$ cat src/rtl/dif_fft_pkg.sv
package dif_fft_pkg;

   // Scaled, rounded (half away from zero) cosine or sine of 2*pi*k/2^log_n.
   function automatic int tw_scaled(input int k, input int log_n,
                                    input int frac_bits, input bit want_sin);
      real ang;
      real v;
      ang = 2.0 * 3.14159265358979323846 * real'(k) / real'(64'd1 << log_n);
      v   = want_sin ? $sin(ang) : $cos(ang);
      v   = v * real'(64'd1 << frac_bits);
      if (v >= 0.0) return $rtoi($floor(v + 0.5));
      else          return -$rtoi($floor(-v + 0.5));
   endfunction

endpackage

$ cat src/rtl/dif_twiddle_rom.sv
module dif_twiddle_rom #(
   parameter int LOG_N  = 6,
   parameter int COEF_W = 14
) (
   input  logic [LOG_N-2:0]          idx,
   output logic signed [COEF_W-1:0]  w_re,
   output logic signed [COEF_W-1:0]  w_im
);
   import dif_fft_pkg::*;

   localparam int HALF = 1 << (LOG_N - 1);
   localparam int FRAC = COEF_W - 2;

   logic signed [COEF_W-1:0] tab_re [HALF];
   logic signed [COEF_W-1:0] tab_im [HALF];

   for (genvar g = 0; g < HALF; g++) begin : g_tab
      localparam int CV = tw_scaled(g, LOG_N, FRAC, 1'b0);
      localparam int SV = tw_scaled(g, LOG_N, FRAC, 1'b1);
      assign tab_re[g] = COEF_W'(CV);
      assign tab_im[g] = COEF_W'(-SV);
   end

   assign w_re = tab_re[idx];
   assign w_im = tab_im[idx];
endmodule

$ cat src/rtl/dif_input_buffer.sv
module dif_input_buffer #(
   parameter int LOG_N  = 6,
   parameter int DATA_W = 12
) (
   input  logic                     clk,
   input  logic                     rst,
   input  logic                     en,
   input  logic signed [DATA_W-1:0] in_re,
   input  logic signed [DATA_W-1:0] in_im,
   output logic signed [DATA_W-1:0] a_re,
   output logic signed [DATA_W-1:0] a_im,
   output logic signed [DATA_W-1:0] b_re,
   output logic signed [DATA_W-1:0] b_im,
   output logic [LOG_N-2:0]         pos,
   output logic                     pair_sync
);
   localparam int HALF = 1 << (LOG_N - 1);

   logic [LOG_N-1:0]         icnt;
   logic [LOG_N-2:0]         slot;
   logic                     second_half;
   logic signed [DATA_W-1:0] hold_re [HALF];
   logic signed [DATA_W-1:0] hold_im [HALF];

   assign slot        = icnt[LOG_N-2:0];
   assign second_half = icnt[LOG_N-1];

   always_ff @(posedge clk) begin
      if (en && !second_half) begin
         hold_re[slot] <= in_re;
         hold_im[slot] <= in_im;
      end
   end

   always_ff @(posedge clk) begin
      if (rst) begin
         icnt      <= '0;
         a_re      <= '0;
         a_im      <= '0;
         b_re      <= '0;
         b_im      <= '0;
         pos       <= '0;
         pair_sync <= 1'b0;
      end else if (en) begin
         icnt      <= icnt + 1'b1;
         a_re      <= hold_re[slot];
         a_im      <= hold_im[slot];
         b_re      <= in_re;
         b_im      <= in_im;
         pos       <= slot;
         pair_sync <= (icnt == LOG_N'(HALF));
      end
   end
endmodule

$ cat src/rtl/dif_butterfly.sv
module dif_butterfly #(
   parameter int DATA_W = 12,
   parameter int COEF_W = 14,
   parameter int OUT_W  = DATA_W + 1
) (
   input  logic                     clk,
   input  logic                     rst,
   input  logic                     en,
   input  logic signed [DATA_W-1:0] a_re,
   input  logic signed [DATA_W-1:0] a_im,
   input  logic signed [DATA_W-1:0] b_re,
   input  logic signed [DATA_W-1:0] b_im,
   input  logic signed [COEF_W-1:0] w_re,
   input  logic signed [COEF_W-1:0] w_im,
   input  logic                     in_sync,
   output logic signed [OUT_W-1:0]  sum_re,
   output logic signed [OUT_W-1:0]  sum_im,
   output logic signed [OUT_W-1:0]  dif_re,
   output logic signed [OUT_W-1:0]  dif_im,
   output logic                     out_sync
);
   localparam int DW1   = DATA_W + 1;
   localparam int PW    = DW1 + COEF_W;
   localparam int FRAC  = COEF_W - 2;
   localparam int RND_I = 1 << (FRAC - 1);

   logic signed [DW1-1:0]    s2_re, s2_im, d2_re, d2_im;
   logic signed [COEF_W-1:0] w2_re, w2_im;
   logic                     sy2, sy3;
   logic signed [DW1-1:0]    s3_re, s3_im;
   logic signed [PW-1:0]     p_rr, p_ii, p_ri, p_ir;
   logic signed [PW:0]       t_re, t_im;

   assign t_re = (PW+1)'(p_rr) - (PW+1)'(p_ii) + (PW+1)'(RND_I);
   assign t_im = (PW+1)'(p_ri) + (PW+1)'(p_ir) + (PW+1)'(RND_I);

   always_ff @(posedge clk) begin
      if (rst) begin
         s2_re <= '0; s2_im <= '0; d2_re <= '0; d2_im <= '0;
         w2_re <= '0; w2_im <= '0; sy2 <= 1'b0;
         s3_re <= '0; s3_im <= '0;
         p_rr <= '0; p_ii <= '0; p_ri <= '0; p_ir <= '0; sy3 <= 1'b0;
         sum_re <= '0; sum_im <= '0; dif_re <= '0; dif_im <= '0;
         out_sync <= 1'b0;
      end else if (en) begin
         // add / subtract
         s2_re <= DW1'(a_re) + DW1'(b_re);
         s2_im <= DW1'(a_im) + DW1'(b_im);
         d2_re <= DW1'(a_re) - DW1'(b_re);
         d2_im <= DW1'(a_im) - DW1'(b_im);
         w2_re <= w_re;
         w2_im <= w_im;
         sy2   <= in_sync;
         // partial products
         p_rr  <= PW'(d2_re) * PW'(w2_re);
         p_ii  <= PW'(d2_im) * PW'(w2_im);
         p_ri  <= PW'(d2_re) * PW'(w2_im);
         p_ir  <= PW'(d2_im) * PW'(w2_re);
         s3_re <= s2_re;
         s3_im <= s2_im;
         sy3   <= sy2;
         // combine and round
         dif_re   <= OUT_W'(t_re >>> FRAC);
         dif_im   <= OUT_W'(t_im >>> FRAC);
         sum_re   <= OUT_W'(s3_re);
         sum_im   <= OUT_W'(s3_im);
         out_sync <= sy3;
      end
   end
endmodule

$ cat src/rtl/dif_output_reorder.sv
module dif_output_reorder #(
   parameter int LOG_N = 6,
   parameter int OUT_W = 13
) (
   input  logic                    clk,
   input  logic                    rst,
   input  logic                    en,
   input  logic signed [OUT_W-1:0] sum_re,
   input  logic signed [OUT_W-1:0] sum_im,
   input  logic signed [OUT_W-1:0] dif_re,
   input  logic signed [OUT_W-1:0] dif_im,
   input  logic                    bf_sync,
   output logic signed [OUT_W-1:0] o_re,
   output logic signed [OUT_W-1:0] o_im,
   output logic                    o_sof
);
   localparam int HALF = 1 << (LOG_N - 1);

   logic [LOG_N-1:0]        ocnt;
   logic [LOG_N-1:0]        opos;
   logic                    started;
   logic                    live;
   logic signed [OUT_W-1:0] park_re [HALF];
   logic signed [OUT_W-1:0] park_im [HALF];

   assign opos = bf_sync ? '0 : ocnt;
   assign live = bf_sync | started;

   always_ff @(posedge clk) begin
      if (en && live && !opos[LOG_N-1]) begin
         park_re[opos[LOG_N-2:0]] <= dif_re;
         park_im[opos[LOG_N-2:0]] <= dif_im;
      end
   end

   always_ff @(posedge clk) begin
      if (rst) begin
         ocnt    <= '0;
         started <= 1'b0;
         o_re    <= '0;
         o_im    <= '0;
         o_sof   <= 1'b0;
      end else if (en && live) begin
         started <= 1'b1;
         ocnt    <= opos + 1'b1;
         o_sof   <= (opos == '0);
         if (!opos[LOG_N-1]) begin
            o_re <= sum_re;
            o_im <= sum_im;
         end else begin
            o_re <= park_re[opos[LOG_N-2:0]];
            o_im <= park_im[opos[LOG_N-2:0]];
         end
      end
   end
endmodule

$ cat src/rtl/dif_fft_stage.sv
module dif_fft_stage #(
   parameter int LOG_N  = 6,
   parameter int DATA_W = 12,
   parameter int COEF_W = 14,
   parameter int OUT_W  = DATA_W + 1
) (
   input  logic                  clk,
   input  logic                  rst,
   input  logic                  en,
   input  logic [2*DATA_W-1:0]   din,
   output logic [2*OUT_W-1:0]    dout,
   output logic                  dout_sof
);
   if (LOG_N < 2) begin : g_bad_size
      $error("dif_fft_stage: LOG_N must be at least 2");
   end
   if (COEF_W < 3) begin : g_bad_coef
      $error("dif_fft_stage: COEF_W must be at least 3");
   end
   if (OUT_W != DATA_W + 1) begin : g_bad_out
      $error("dif_fft_stage: OUT_W must equal DATA_W + 1");
   end

   logic signed [DATA_W-1:0] a_re, a_im, b_re, b_im;
   logic [LOG_N-2:0]         pos;
   logic                     pair_sync;
   logic signed [COEF_W-1:0] w_re, w_im;
   logic signed [OUT_W-1:0]  sum_re, sum_im, dif_re, dif_im;
   logic                     bf_sync;
   logic signed [OUT_W-1:0]  o_re, o_im;

   dif_input_buffer #(.LOG_N(LOG_N), .DATA_W(DATA_W)) u_inbuf (
      .clk(clk), .rst(rst), .en(en),
      .in_re(din[2*DATA_W-1:DATA_W]), .in_im(din[DATA_W-1:0]),
      .a_re(a_re), .a_im(a_im), .b_re(b_re), .b_im(b_im),
      .pos(pos), .pair_sync(pair_sync)
   );

   dif_twiddle_rom #(.LOG_N(LOG_N), .COEF_W(COEF_W)) u_rom (
      .idx(pos), .w_re(w_re), .w_im(w_im)
   );

   dif_butterfly #(.DATA_W(DATA_W), .COEF_W(COEF_W), .OUT_W(OUT_W)) u_bfly (
      .clk(clk), .rst(rst), .en(en),
      .a_re(a_re), .a_im(a_im), .b_re(b_re), .b_im(b_im),
      .w_re(w_re), .w_im(w_im), .in_sync(pair_sync),
      .sum_re(sum_re), .sum_im(sum_im), .dif_re(dif_re), .dif_im(dif_im),
      .out_sync(bf_sync)
   );

   dif_output_reorder #(.LOG_N(LOG_N), .OUT_W(OUT_W)) u_reord (
      .clk(clk), .rst(rst), .en(en),
      .sum_re(sum_re), .sum_im(sum_im), .dif_re(dif_re), .dif_im(dif_im),
      .bf_sync(bf_sync),
      .o_re(o_re), .o_im(o_im), .o_sof(dout_sof)
   );

   assign dout = {o_re, o_im};
endmodule

$ cat config.mk
export PLATFORM = sky130hd
export DESIGN_NAME = dif_fft_stage
export DESIGN_NICKNAME = d
export VERILOG_FILES = /design/src/rtl/dif_fft_pkg.sv /design/src/rtl/dif_twiddle_rom.sv /design/src/rtl/dif_input_buffer.sv /design/src/rtl/dif_butterfly.sv /design/src/rtl/dif_output_reorder.sv /design/src/rtl/dif_fft_stage.sv
export SDC_FILE = /design/constraint.sdc
export NUM_CORES = 2
export LEC_CHECK = 0
export BUFFER_PORTS_ARGS = -buffer_cell sky130_fd_sc_hd__buf_2
export CAP_MARGIN = 40
export CELL_PAD_IN_SITES_DETAIL_PLACEMENT = 0
export CELL_PAD_IN_SITES_GLOBAL_PLACEMENT = 1
export CORE_ASPECT_RATIO = 1.1
export CORE_MARGIN = 3
export CORE_UTILIZATION = 45
export CTS_BUF_LIST = sky130_fd_sc_hd__clkbuf_8
export CTS_CLUSTER_DIAMETER = 60
export CTS_CLUSTER_SIZE = 14
export DETAILED_ROUTE_END_ITERATION = 10
export GPL_TIMING_DRIVEN = 0
export PLACE_DENSITY_LB_ADDON = 0.1
export SLEW_MARGIN = 5
export SYNTH_ARGS = -nofsm -noshare
export SYNTH_HDL_FRONTEND = slang
export SYNTH_SLANG_ARGS = --single-unit
$ cat constraint.sdc
create_clock -name clk -period 18.6 [get_ports clk]
set_input_delay 0 -clock clk [delete_from_list [all_inputs] [get_ports clk]]
set_output_delay 0 -clock clk [all_outputs]
set_load 0.005 [all_outputs]
Yosys cells after proc, flatten, opt, wreduce, memory -nomap -nowiden
Memory sizes are Yosys's and may differ from the RTL's. A register that Yosys moved wholly into a read port is not among the register bits.
Index checks and enable logic that the tools add are counted.
W data, S select, Z words.
{ "op_classes": {"addsub": 10, "mul": 4, "eq_ne": 1, "muxes": 7, "n_bitwise": 2, "n_reduce_logical": 6} }
{ "ops": {"columns": ["op", "count"], "rows": [
  ["$mul A13 B14 Y25", 4],
  ["$add A25 B13 Y25 const B", 2],
  ["$add A12 B12 Y13", 2],
  ["$mux W13", 2],
  ["$sub A12 B12 Y13", 2],
  ["$add A25 B25 Y25", 1],
  ["$sub A25 B25 Y25", 1],
  ["$add A6 B1 Y6 const B", 2],
  ["$eq A6 B6 Y1 const B", 1],
  ["$logic_not A6 Y1", 1],
  ["$mux W6", 1],
  ["$not A5 Y6", 1],
  ["$mux W1", 4],
  ["$logic_and A1 B1 Y1", 3],
  ["$logic_not A1 Y1", 2],
  ["$or A1 B1 Y1", 1]
]} }
{ "totals": {"regBits": 303, "ram_bits": 1600, "romBits": 896, "out_inout_bits": 27, "word_cells": 63, "mem_count": 6} }
{ "mem_list": {"columns": ["memory", "depth", "width", "rd", "rd_clocked_by_memory_dff", "wr", "line", "source"], "rows": [
  ["(no name shown)", 32, 14, 1, 1, 0, "dif_twiddle_rom.sv:24", "assign w_re = tab_re[idx];"],
  ["(no name shown)", 32, 14, 1, 1, 0, "dif_twiddle_rom.sv:25", "assign w_im = tab_im[idx];"],
  ["u_reord.park_im", 32, 13, 1, 0, 1, "dif_output_reorder.sv:24", "logic signed [OUT_W-1:0] park_im [HALF];"],
  ["u_reord.park_re", 32, 13, 1, 0, 1, "dif_output_reorder.sv:23", "logic signed [OUT_W-1:0] park_re [HALF];"],
  ["u_inbuf.hold_im", 32, 12, 1, 1, 1, "dif_input_buffer.sv:23", "logic signed [DATA_W-1:0] hold_im [HALF];"],
  ["u_inbuf.hold_re", 32, 12, 1, 1, 1, "dif_input_buffer.sv:22", "logic signed [DATA_W-1:0] hold_re [HALF];"]
]} }

Longest topological paths before layout
{ "depth": {"depth_word": 5, "ltp_mapped": 26} }

Hierarchy
From an unflattened synthesis, not the netlist that was laid out.
{ "unflattened": {"cells_unflattened": 8322, "area_unflattened_um2": 106728.6} }
{ "modules_own_cells": {"columns": ["module", "n_inst", "cells_each", "area_each_um2", "seq_area_each_um2"], "rows": [
  ["dif_butterfly", 1, 4248, 38280.5, 5185.0],
  ["dif_output_reorder", 1, 2363, 35584.1, 25664.6],
  ["dif_input_buffer", 1, 1548, 31604.1, 24263.3],
  ["dif_twiddle_rom", 1, 163, 1260.0, 0.0]
]} }

Least setup slack after synthesis
Ideal clock, no wire load.
{ "synth_path": {"path_kind": "reg2reg", "startpoint": "reg u_bfly.d2_re[4]", "endpoint": "reg u_bfly.p_rr[24]", "arrival_ps": 6190, "t_required_ps": 18521, "path_slack_ps": 12331, "stages_incl_launch_ff": 22, "n_path_buf": 2, "period_less_slack_ps": 6269, "path_cell_list": "dfxtp_1 -> clkbuf_1 -> clkbuf_1 -> nand2_1 -> fa_1 -> fa_1 -> inv_1 -> fa_1 -> fa_1 -> fa_1 -> fa_1 -> ha_1 -> and4_1 -> and4_1 -> a211o_1 -> o31a_1 -> a211o_1 -> a21o_1 -> a21o_1 -> a21oi_2 -> xnor2_1 -> a211oi_2"} }
{ "synth_between": {"elab_chain_cells": 1} }
{ "synth_lines": {"columns": ["item", "line", "source"], "rows": [
  ["start: declaration", "dif_butterfly.sv:27", "logic signed [DW1-1:0] s2_re, s2_im, d2_re, d2_im;"],
  ["start signal: assignment", "dif_butterfly.sv:49", "d2_re <= DW1'(a_re) - DW1'(b_re);"],
  ["$mul A13 B14 Y25", "dif_butterfly.sv:55", "p_rr <= PW'(d2_re) * PW'(w2_re);"],
  ["end signal: assignment", "dif_butterfly.sv:55", null],
  ["end: declaration", "dif_butterfly.sv:31", "logic signed [PW-1:0] p_rr, p_ii, p_ri, p_ir;"]
]} }
No other way between the ends.
A chain may end at the register's enable or synchronous reset.

Worst setup path after layout
{ "layout_path": {"startpoint": "reg u_bfly.d2_im[1]", "endpoint": "reg u_bfly.p_ir[23]"} }
{ "layout_between": {"elab_chain_cells": 1} }
{ "layout_lines": {"columns": ["item", "line", "source"], "rows": [
  ["start: declaration", "dif_butterfly.sv:27", null],
  ["start signal: assignment", "dif_butterfly.sv:50", "d2_im <= DW1'(a_im) - DW1'(b_im);"],
  ["$mul A13 B14 Y25", "dif_butterfly.sv:58", "p_ir <= PW'(d2_im) * PW'(w2_re);"],
  ["end signal: assignment", "dif_butterfly.sv:58", null],
  ["end: declaration", "dif_butterfly.sv:31", null]
]} }
No other way between the ends.

==> impl_metrics.csv <==
group,metric,value,unit
worst_setup_path,path_delay_family,"adder cells",
logic_synthesis,synth-edff-count,1600,
final_layout,nNetsFinal,9056,
placement,detailedPlacementHpwl,246,mm
grt,grt_pass1_wl,466,mm
clocking,clock_sinks,1952,
clocking,numCtsBuffers,170,
drt,ant_nets,0,
logic_synthesis,number_of_nets_in_the_synthesized_netlist,8579,
timing,clock_skew,0.0651,ns
hold_path,hp-start,"din[16]",
final_layout,area_growth_syn_to_layout,11.0,%
grt,grt.busiest_layer,"met2",
drt,dr_iter_0_viols,5664,
logic_synthesis,synth_area_per_cell,13.8,um^2
clocking,cts_buffer_depth,3,
worst_setup_path,crit-reg2reg-capture,"u_bfly.p_ir[23]",
timing,setup-violations-final,0,
placement,place_congestion,0.893,
logic_synthesis,synth_register_bits,1952,
final_layout,share_of_final_layout_standard_cells_stronger_than_drive_strength_1,0.122,
clocking,h-tree-depth,4,
timing,setup_ws,10.40,ns
timing,achievable-frequency,0.122,GHz
drt,wl,324,mm
clocking,cts_tree,"built",
grt,globalRouteMet1Util,0.372,
drt,detailroute.via_count,63100,
worst_setup_path,timing.critical_path.buf_inv,3,
floorplan,placeableCoreArea,0.227,mm^2
worst_setup_path,cp_data_arrival_time,8.96,ns
timing,slew_viol_final,0,
hold_path,whs_path_depth,2,
grt,grt_overflow,0,
run_status,status,"finished clean",
logic_synthesis,synthesis.yosys.warnings,0,
floorplan,die-area,0.235,mm^2
logic_synthesis,synth_seq_area_share,0.533,
logic_synthesis,synth_cell_type_count,74,
flow_run,max-cap-violations,0,
logic_synthesis,netlist_instances,7494,
timing,post-route-min-period,8.20,ns
drt,final_routed_wire_length_divided_by_cell_count,29.1,um
worst_setup_path,reg2regPathDepth,22,
clocking,root_buffer,"sky130_fd_sc_hd__clkbuf_8",
worst_setup_path,crit_path_max_incr_delay,0.83,ns
worst_setup_path,worst_ep_required_time,19.37,ns
placement,number_of_placed_instances_with_taps_included,10800,
drt,drt-pass1-iter-count,5,
drt,post_drt_via_cell_ratio,5.67,
floorplan,floorplan.die.width,463,um
timing,hold_viol,0,
hold_path,holdCritPathClass,"in -> reg",
timing,unrepaired_setup_endpoints_after_global_routing,"false",
worst_setup_path,r2r_setup_slack,10.40,ns
worst_setup_path,reg2reg_from,"u_bfly.d2_im[1]",
worst_setup_path,timing.setup.critical_path_class,"reg -> reg",
placement,numPortBuffers,51,
grt,grt_util_all_layers,0.276,
floorplan,io_pins,54,
pwr,p_leak,0.0435,uW
drt,remaining_routing_drc_violations,0,
timing,slew-limit-headroom,0.214,
logic_synthesis,synth_area,0.103,mm^2
worst_setup_path,worstPathCellList,"clkbuf_1 -> nand2_1 -> fa_1 -> fa_1 -> inv_1 -> ha_1 -> ha_1 -> fa_1 -> ha_1 -> ha_1 -> inv_1 -> fa_1 -> nor2b_1 -> o21a_1 -> o21ai_1 -> a2111oi_0 -> nor4_1 -> o31ai_1 -> nand3_1 -> o22ai_1 -> mux2i_1 -> o22ai_1",
clocking,worst_skew_pair.late_latency,0.99,ns
timing,worst_pin_slew,1.17,ns
floorplan,row_count,183,
worst_setup_path,crit_path_max_fanout,10,
pwr,power_density,82.8,mW/mm^2
timing,final.setup.tns,0,ns
grt,global_route.usage.met2,0.461,
final_layout,layout.cells.non_filler,11100,
floorplan,chipHeight,509,um
worst_setup_path,cp-end-kind,"flop",
grt,number_of_antenna_violations_at_the_first_check_in_global_routing,30,
floorplan,start_util,0.455,
worst_setup_path,setup.worst_path.start_class,"flop",
final_layout,layout.cell_area.non_filler,0.115,mm^2
placement,postPlaceCellArea,0.111,mm^2
logic_synthesis,synth_flop_cell,"sky130_fd_sc_hd__edfxtp_1",
hold_path,worstHoldEndpoint,"u_inbuf.hold_re[20][4]",
grt,use_met3,0.0388,
logic_synthesis,synthArstFlopShare,0,
grt,grt_start_max_net_pins,34,
worst_setup_path,worst_path_max_delay_cell,"sky130_fd_sc_hd__dfxtp_1",
pwr,worst_ir_drop_vdd,0.0000831,V
clocking,clk_pin_slew,0.09,ns
placement,place_ws,10.70,ns
clocking,cts.repair.resized,0,
worst_setup_path,worst_setup_path_startpoint,"u_bfly.d2_im[1]",
grt,grt_pass1_vias,64500,
timing,fin_crit_sh,0.441,
through the flow:
stage / hold WS [ns] / total power [uW] / utilization
4_1_cts: 0.0106 / 9550 / 0.504
3_5_place_dp: 0.425 / 7110 / 0.489
5_1_grt: 0.0130 / 9900 / 0.505
3_3_place_gp: 0.425 / 7010 / 0.473
6_report: 0.0796 / 9500 / 0.505
2_1_floorplan: 0.0989 / 6210 / -
registers in the layout (all words and copies together) (netlist names), 13 cells and up:
name,count
u_reord.park_re,416
u_bfly.s3_re,13
u_bfly.d2_im,13
u_bfly.sum_im,13
u_bfly.dif_im,13
u_reord.o_im,13
u_reord.o_re,13
u_reord.park_im,416
u_bfly.d2_re,13
u_inbuf.hold_im,384
u_inbuf.hold_re,384
u_bfly.w2_im,13
u_bfly.sum_re,13
u_bfly.p_ii,25
u_bfly.p_ir,25
u_bfly.dif_re,13
u_bfly.p_ri,25
u_bfly.p_rr,25
u_bfly.s3_im,13
u_bfly.w2_re,14
Yosys cell counts (7+ instances only):
library cell / number / area [um^2]
sky130_fd_sc_hd__a2111oi_0: 9 / 78.8
sky130_fd_sc_hd__a211oi_1: 185 / 1390
sky130_fd_sc_hd__a21boi_1: 8 / 60.1
sky130_fd_sc_hd__a21o_1: 33 / 248
sky130_fd_sc_hd__a21oi_1: 216 / 1080
sky130_fd_sc_hd__a221oi_1: 13 / 114
sky130_fd_sc_hd__a22o_1: 7 / 61.3
sky130_fd_sc_hd__a22oi_1: 16 / 120
sky130_fd_sc_hd__a311oi_1: 32 / 280
sky130_fd_sc_hd__a31oi_1: 14 / 87.6
sky130_fd_sc_hd__and2_1: 290 / 1810
sky130_fd_sc_hd__and3_1: 11 / 68.8
sky130_fd_sc_hd__buf_1: 71 / 267
sky130_fd_sc_hd__buf_2: 25 / 125
sky130_fd_sc_hd__clkbuf_1: 334 / 1250
sky130_fd_sc_hd__dfxtp_1: 352 / 7050
sky130_fd_sc_hd__edfxtp_1: 1600 / 48000
sky130_fd_sc_hd__fa_1: 646 / 12900
sky130_fd_sc_hd__ha_1: 412 / 5150
sky130_fd_sc_hd__inv_1: 749 / 2810
sky130_fd_sc_hd__mux2i_1: 304 / 3040
sky130_fd_sc_hd__mux4_2: 365 / 8220
sky130_fd_sc_hd__nand2_1: 528 / 1980
sky130_fd_sc_hd__nand2b_1: 36 / 225
sky130_fd_sc_hd__nand3_1: 27 / 135
sky130_fd_sc_hd__nand4_1: 8 / 50.1
sky130_fd_sc_hd__nor2_1: 506 / 1900
sky130_fd_sc_hd__nor2b_1: 142 / 888
sky130_fd_sc_hd__nor3_1: 80 / 400
sky130_fd_sc_hd__nor3b_1: 9 / 67.6
sky130_fd_sc_hd__nor4_1: 29 / 181
sky130_fd_sc_hd__o211ai_1: 11 / 82.6
sky130_fd_sc_hd__o21a_1: 23 / 173
sky130_fd_sc_hd__o21ai_0: 34 / 170
sky130_fd_sc_hd__o21ai_1: 58 / 290
sky130_fd_sc_hd__o21bai_1: 12 / 90.1
sky130_fd_sc_hd__o22ai_1: 44 / 275
sky130_fd_sc_hd__o311ai_1: 8 / 70.1
sky130_fd_sc_hd__o31ai_1: 7 / 52.6
sky130_fd_sc_hd__or3_1: 17 / 106
sky130_fd_sc_hd__xnor2_1: 118 / 1030
sky130_fd_sc_hd__xor2_1: 34 / 298
worst reg2reg max path: cells and delay by family (launching register included):
| family | cells | cell delay [ns] |
|---|---|---|
| fa+ha+maj | 8 | 3.00 |
| compound gates | 6 | 2.30 |
| buf+inv | 3 | 0.92 |
| flops | 1 | 0.83 |
| simple gates | 4 | 0.68 |
| mux | 1 | 0.27 |
where the power goes:
part	leakage [uW]	internal, uW	switching [uW]
logic	0.0241	690	1210
registers	0.0176	4930	204
clock network	0.00176	961	1500
total	0.0435	6590	2910
layout by cell type (no fill, tap or decap), types with 17 or more instances in the layout:
master                          netlist  final
sky130_fd_sc_hd__or3_1               17     17
sky130_fd_sc_hd__and2_1             290    290
sky130_fd_sc_hd__a21o_1              33     33
sky130_fd_sc_hd__nor4_1              29     29
sky130_fd_sc_hd__clkbuf_8             0    173
sky130_fd_sc_hd__xor2_1              34     34
sky130_fd_sc_hd__a211oi_1           185    185
sky130_fd_sc_hd__xnor2_1            118    118
sky130_fd_sc_hd__clkbuf_1           334    333
sky130_fd_sc_hd__buf_4                0     42
sky130_fd_sc_hd__buf_8                0     54
sky130_fd_sc_hd__nand2b_1            36     36
sky130_fd_sc_hd__dfxtp_2              0     19
sky130_fd_sc_hd__o21a_1              23     23
sky130_fd_sc_hd__nand2_1            528    528
sky130_fd_sc_hd__buf_12               0     31
sky130_fd_sc_hd__nor3_2               0     20
sky130_fd_sc_hd__a311oi_1            32     32
sky130_fd_sc_hd__buf_1               71     70
sky130_fd_sc_hd__ha_1               412    412
sky130_fd_sc_hd__nor2_4               0     44
sky130_fd_sc_hd__dfxtp_1            352    333
sky130_fd_sc_hd__nor3_1              80     60
sky130_fd_sc_hd__o21ai_1             58     58
sky130_fd_sc_hd__dlygate4sd3_1        0     28
sky130_fd_sc_hd__a21oi_1            216    216
sky130_fd_sc_hd__buf_6                0     67
sky130_fd_sc_hd__mux4_2             365    365
sky130_fd_sc_hd__o22ai_1             44     44
sky130_fd_sc_hd__edfxtp_1          1600   1600
sky130_fd_sc_hd__mux2i_1            304    304
sky130_fd_sc_hd__nor2_1             506    462
sky130_fd_sc_hd__nor2b_1            142    142
sky130_fd_sc_hd__buf_2               25     78
sky130_fd_sc_hd__inv_1              749    798
sky130_fd_sc_hd__buf_16               0     30
sky130_fd_sc_hd__nand3_1             27     27
sky130_fd_sc_hd__fa_1               646    646
sky130_fd_sc_hd__o21ai_0             34     34
how the worst max path moves through the flow:
stage	endpoint	slack (ns)	cells past startpoint
after floorplan	u_bfly.p_rr[24]	12.33	21
after global placement	u_bfly.p_ri[23]	9.90	19
after detailed placement	u_bfly.p_ri[22]	10.70	22
after CTS	u_bfly.p_ir[23]	10.64	22
after global routing	u_bfly.p_ir[23]	10.27	22
final	u_bfly.p_ir[23]	10.40	22
cells by family (layout without fill, tap and decap cells):
| family | count (synthesis) | count (layout) | synth area share |
|---|---|---|---|
| flip-flops | 1952 | 1952 | 0.533 |
| AND/OR/NAND/NOR | 1705 | 1705 | 0.0772 |
| buffers and inverters | 1186 | 1758 | 0.0434 |
| adder cells (fa/ha/maj) | 1058 | 1058 | 0.175 |
| AO/OA/AOI/OAI | 770 | 770 | 0.0494 |
| multiplexers | 671 | 671 | 0.109 |
| XOR/XNOR | 152 | 152 | 0.0129 |
| other | 0 | 16 | 0 |
metal layers:
metal,part of all wire,up-vias
met5,0.00027,-
met4,0.040,14
met3,0.060,442
met2,0.49,2029
met1,0.41,33200
li1,-,27400
area by class of cell:
| type | count | area (um^2) |
|---|---|---|
| Multi-Input combinational cell | 4356 | 44200 |
| Timing Repair Buffer | 305 | 3870 |
| Tap cell | 3052 | 3820 |
| Fill cell | 20000 | 112000 |
| Inverter | 756 | 2840 |
| Clock inverter | 94 | 749 |
| Buffer | 430 | 1650 |
| Clock buffer | 173 | 2380 |
| Sequential cell | 1952 | 55100 |
| Antenna cell | 16 | 40.0 |
repair_timing:
action	4_1_cts	5_1_grt
hold endpoints to repair	812	0
buffers inserted	0	0
hold buffers	28	0
Power figures use the tool's default switching activity.
